`config.mk`:
```
export PLATFORM = sky130hd
export DESIGN_NAME = event_count_channel
export DESIGN_NICKNAME = d
export VERILOG_FILES = /design/src/rtl/evt_chan_pkg.sv /design/src/rtl/evt_chan_datapath.sv /design/src/rtl/evt_chan_control.sv /design/src/rtl/event_count_channel.sv
export SDC_FILE = /design/constraint.sdc
export NUM_CORES = 1
export LEC_CHECK = 0
export CAP_MARGIN = 20
export CORE_UTILIZATION = 37
export DETAILED_ROUTE_END_ITERATION = 10
export PLACE_DENSITY = 0.77
export RECOVER_POWER = 50
export SYNTH_ARGS = -nofsm -noshare
export SYNTH_HDL_FRONTEND = slang
export SYNTH_SLANG_ARGS = --single-unit
```
`constraint.sdc`:
```
create_clock -name clk -period 1.1 [get_ports clk]
set_input_delay 0.33 -clock clk [delete_from_list [all_inputs] [get_ports clk]]
set_output_delay 0.33 -clock clk [all_outputs]
set_load 0.005 [all_outputs]
```
`src/rtl/evt_chan_pkg.sv`:
```
package evt_chan_pkg;
  // Strobes that control hands to the datapath each cycle
  typedef struct packed {
    logic maskLoad;
    logic ackApply;
    logic cntSet;
    logic cntClr;
  } ctlStrobes_t;
endpackage

```
`src/rtl/evt_chan_datapath.sv`:
```
module evt_chan_datapath
  import evt_chan_pkg::*;
#(
  parameter int NUM_EVT = 8
) (
  input  logic               clk,
  input  logic               rstN,
  input  ctlStrobes_t        ctl,
  input  logic [NUM_EVT-1:0] evtStrobe,
  input  logic [NUM_EVT-1:0] maskWrData,
  input  logic [NUM_EVT-1:0] ackMask,
  output logic [NUM_EVT-1:0] pendQ,
  output logic [NUM_EVT-1:0] maskQ,
  output logic               freshAny
);
  logic [NUM_EVT-1:0] freshVec;

  for (genvar i = 0; i < NUM_EVT; i++) begin : g_bit
    logic clrBit;
    assign clrBit      = ctl.ackApply & ackMask[i];
    // fresh: not pending before this cycle and enabled by the current mask
    assign freshVec[i] = evtStrobe[i] & ~pendQ[i] & maskQ[i];

    always_ff @(posedge clk) begin
      if (!rstN) begin
        pendQ[i] <= 1'b0;
      end else if (evtStrobe[i]) begin
        pendQ[i] <= 1'b1;          // a strobe wins over a same-cycle clear
      end else if (clrBit) begin
        pendQ[i] <= 1'b0;
      end
    end
  end

  always_ff @(posedge clk) begin
    if (!rstN) begin
      maskQ <= '0;
    end else if (ctl.maskLoad) begin
      maskQ <= maskWrData;
    end
  end

  assign freshAny = |freshVec;
endmodule

```
`src/rtl/evt_chan_control.sv`:
```
module evt_chan_control
  import evt_chan_pkg::*;
(
  input  logic        clk,
  input  logic        rstN,
  input  logic        maskWrEn,
  input  logic        ackEn,
  input  logic        cntRead,
  input  logic        freshAny,
  output ctlStrobes_t ctl,
  output logic        countQ
);
  always_comb begin
    ctl.maskLoad = maskWrEn;
    ctl.ackApply = ackEn;
    ctl.cntSet   = freshAny & ~countQ;
    ctl.cntClr   = cntRead;
  end

  always_ff @(posedge clk) begin
    if (!rstN) begin
      countQ <= 1'b0;
    end else if (ctl.cntSet) begin
      countQ <= 1'b1;
    end else if (ctl.cntClr) begin
      countQ <= 1'b0;
    end
  end
endmodule

```
`src/rtl/event_count_channel.sv`:
```
module event_count_channel
  import evt_chan_pkg::*;
#(
  parameter int NUM_EVT = 8
) (
  input  logic               clk,
  input  logic               rstN,
  input  logic [NUM_EVT-1:0] evtStrobe,
  input  logic               maskWrEn,
  input  logic [NUM_EVT-1:0] maskWrData,
  input  logic               ackEn,
  input  logic [NUM_EVT-1:0] ackMask,
  input  logic               cntRead,
  output logic [NUM_EVT-1:0] pendingOut,
  output logic               countOut,
  output logic               eventWaiting
);
  ctlStrobes_t        ctl;
  logic               freshAny;
  logic [NUM_EVT-1:0] maskVal;

  evt_chan_control u_ctl (
    .clk      (clk),
    .rstN     (rstN),
    .maskWrEn (maskWrEn),
    .ackEn    (ackEn),
    .cntRead  (cntRead),
    .freshAny (freshAny),
    .ctl      (ctl),
    .countQ   (countOut)
  );

  evt_chan_datapath #(.NUM_EVT(NUM_EVT)) u_dp (
    .clk        (clk),
    .rstN       (rstN),
    .ctl        (ctl),
    .evtStrobe  (evtStrobe),
    .maskWrData (maskWrData),
    .ackMask    (ackMask),
    .pendQ      (pendingOut),
    .maskQ      (maskVal),
    .freshAny   (freshAny)
  );

  assign eventWaiting = countOut;
endmodule

```
==> metrics.md <==
| Metric | Value |
|---|---|
| Initial DRC count | 8 |
| Max Root-Sink Buffers | 2 |
| Row count | 15 |
| Final worst-path cycle share | 0.984 |
| Most frequent cells in the layout | 28 x clkdlybuf4s50_1, 16 x nor2b_1, 10 x nand2_1 |
| Status | completed |
| Clk pin slew, worst setup/hold paths | 100 ps |
| Worst setup SP type | flip-flop |
| Synth cell types | 14 |
| Hold_buf cts | 0 |
| DR pass1 iterations | 4 |
| Ys Warns | 0 |
| Vias | 668 |
| Final Critical Period | 1080 ps |
| Clock latency at the later pin of the worst-skew pair | 300 ps |
| Crit path required time | 770 ps |
| Vias per cell | 4.51 |
| Max incr delay on CP | 340 ps |
| Worst-case reg-to-reg path depth | 4 |
| Num CTS Buffers | 3 |
| Commonest non-fill, non-tap cell in the layout | clkdlybuf4s50_1 |
| Syn Nets | 103 |
| Hold Path Origin | u_dp.pendQ[4] |
| Gr usage total | 0.192 |
| Number of global-route vias before repair | 620 |
| Syn Std Cell Area | 709 sq um |
| RSZ-0062 raised after global routing | yes |
| Hold Vio Cnt, Final | 0 |
| FF-to-FF setup slack | 50 ps |
| Worst Tran Pin Value | 184 ps |
| Synth Register Bits | 17 |
| Fin nets | 153 |
| Total of max-cap violations | 0 |
| Root Driver | clkbuf_4 |
| Sequential-to-total area share from yosys stat | 0.480 |
| Placed cell count | 141 |
| CTS H-tree lvls | 1 |
| Final setup vio count | 0 |
| Area growth syn-to-layout | 67.4% |
| Synthesized netlist cell count | 74 |
| Hpwl dp | 1.32 mm |
| Diodes inserted | 0 |
| Mean post-synth cell area | 9.59 sq um |
| Largest net degree at the start of global routing | 11 |
| Final Instance Count excl. Fillers | 148 |
| CTS tree | yes |
| Crit-path slowest cell | dfxtp_2 |
| Worst Path Buf+Inv | 1 |
| Slew margin rel. | 0.877 |
| GRT overflow | 0 |
| Total die area | 0.00210 sq mm |
| Die Ht | 45.8 um |
| Initial antenna violation count | 0 |
| Final Wtd Congestion | 0.762 |
| Type of the worst min-delay path | flip-flop to flip-flop |
| Setup_tns | 0 ps |
| Number of remaining DRC errors | 0 |
| Critical path, cell by cell | buf_2 |
| IO buf count | 38 |
| Critical R2R Launch | u_dp.pendQ[1] |
| Hold endpoint | u_dp.pendQ[4] |
| Antenna viol nets, final | 0 |
| WP data arrival | 750 ps |
| Clock Skews | 7.84 ps |
| Worst Hold Path Cells | 2 |
| Crit. End Element | output pin |
| Core area | 0.00176 sq mm |
| Power density cells | 1120 mW/mm^2 |
| End of the worst register-to-register path | u_ctl.countQ |
| Worst path top cell family by delay | flip-flops |
| Post-Route WL | 1.80 mm |
| Ports | 39 |
| Sink Count | 17 |
| Fmax | 0.924 GHz |
| Die W | 45.8 um |
| Post-DR wirelength/cell | 12.2 um |
| Final Max Slew Viols | 0 |
| First-pass GRT wire length | 2.70 mm |
| Worst Path Class, Setup | flip-flop to output pin |
| Worst VDD drop | 0.723 mV |
| Starting Density | 0.402 |
| Share of layout cells above drive strength 1 | 0.285 |
| CP max FO | 3 |
| P_leak | 0.513 nW |
==> synthesized netlist by cell type, drive strengths merged <==
cell type | instances | area [sq um]
nand4 | 1 | 6.26
a21oi | 8 | 40.0
o21bai | 1 | 7.51
mux2i | 8 | 80.1
o31a | 1 | 8.76
nor2b | 16 | 100
nand2 | 10 | 37.5
dfxtp | 17 | 340
nand3b | 6 | 48.8
o211ai | 1 | 7.51
a21boi | 1 | 7.51
buf | 4 | 25.0
==> per-layer routing <==
metal	up-vias	global-route usage	share of wire
met2	24	0.300	0.46
met5	-	0	0
li1	350	-	-
met1	290	0.232	0.45
met3	4	0.0635	0.063
met4	0	0.106	0.024
==> registers in the layout (all words and copies together), names as in the netlist <==
| register | cells |
|---|---|
| u_ctl.countQ | 1 |
| u_dp.pendQ | 8 |
| u_dp.maskQ | 8 |
==> power breakdown <==
| part | leakage (nW) | internal, mW | switching [mW] |
|---|---|---|---|
| Sequential | 0.143 | 0.664 | 0.0250 |
| Clock | 0.0177 | 0.135 | 0.204 |
| Combinational | 0.352 | 0.203 | 0.0950 |
==> cells by family (layout without fill, tap and decap cells) <==
logic type      Yosys count  count (layout)  share of synthesized area
compound gates           12              12                      0.101
mux                       8               8                      0.113
simple gates             33              33                      0.272
buf+inv                   4              53                     0.0353
flops                    17              17                      0.480
==> stage by stage <==
stage / total power [mW] / setup WS [ps] / utilization / area, sq um / hold WS (ps)
finish: 1.33 / 17.9 / 0.673 / 1190 / 526
global route: 1.39 / -19.2 / 0.673 / 1190 / 555
CTS: 1.33 / 9.00 / 0.673 / 1190 / 527
detailed placement: 1.00 / -290 / 0.662 / 1170 / 507
global placement: 1.00 / -246 / 0.662 / 1170 / 499
floorplan: 0.802 / 176 / - / 709 / 458
==> timing repair <==
item | 4_1_cts | 5_1_grt
resized for setup | 49 | 2
pin swaps | 1 | 1
setup buffers | 4 | 0
setup endpoints to repair | 10 | 10
==> worst max path at each step <==
stage                              from            end  slack, ps  cells past startpoint
final                     u_dp.pendQ[4]  pendingOut[4]         20                      1
after global routing      u_dp.pendQ[7]  pendingOut[7]        -20                      1
after CTS                 u_dp.pendQ[4]  pendingOut[4]          9                      1
after detailed placement   evtStrobe[4]   u_ctl.countQ       -290                      4
after global placement     evtStrobe[4]   u_ctl.countQ       -250                      4
after floorplan           u_dp.pendQ[6]   u_ctl.countQ        180                      3
==> final cells by class <==
cell class,count,area (sq um)
clock buffer,3,22.5
clock inverter,1,5.00
fill,168,577
multi-input combinational,53,344
sequential,17,352
tap,25,31.3
timing repair buffer,49,433
No activity file was read; power rests on OpenSTA's default activity.
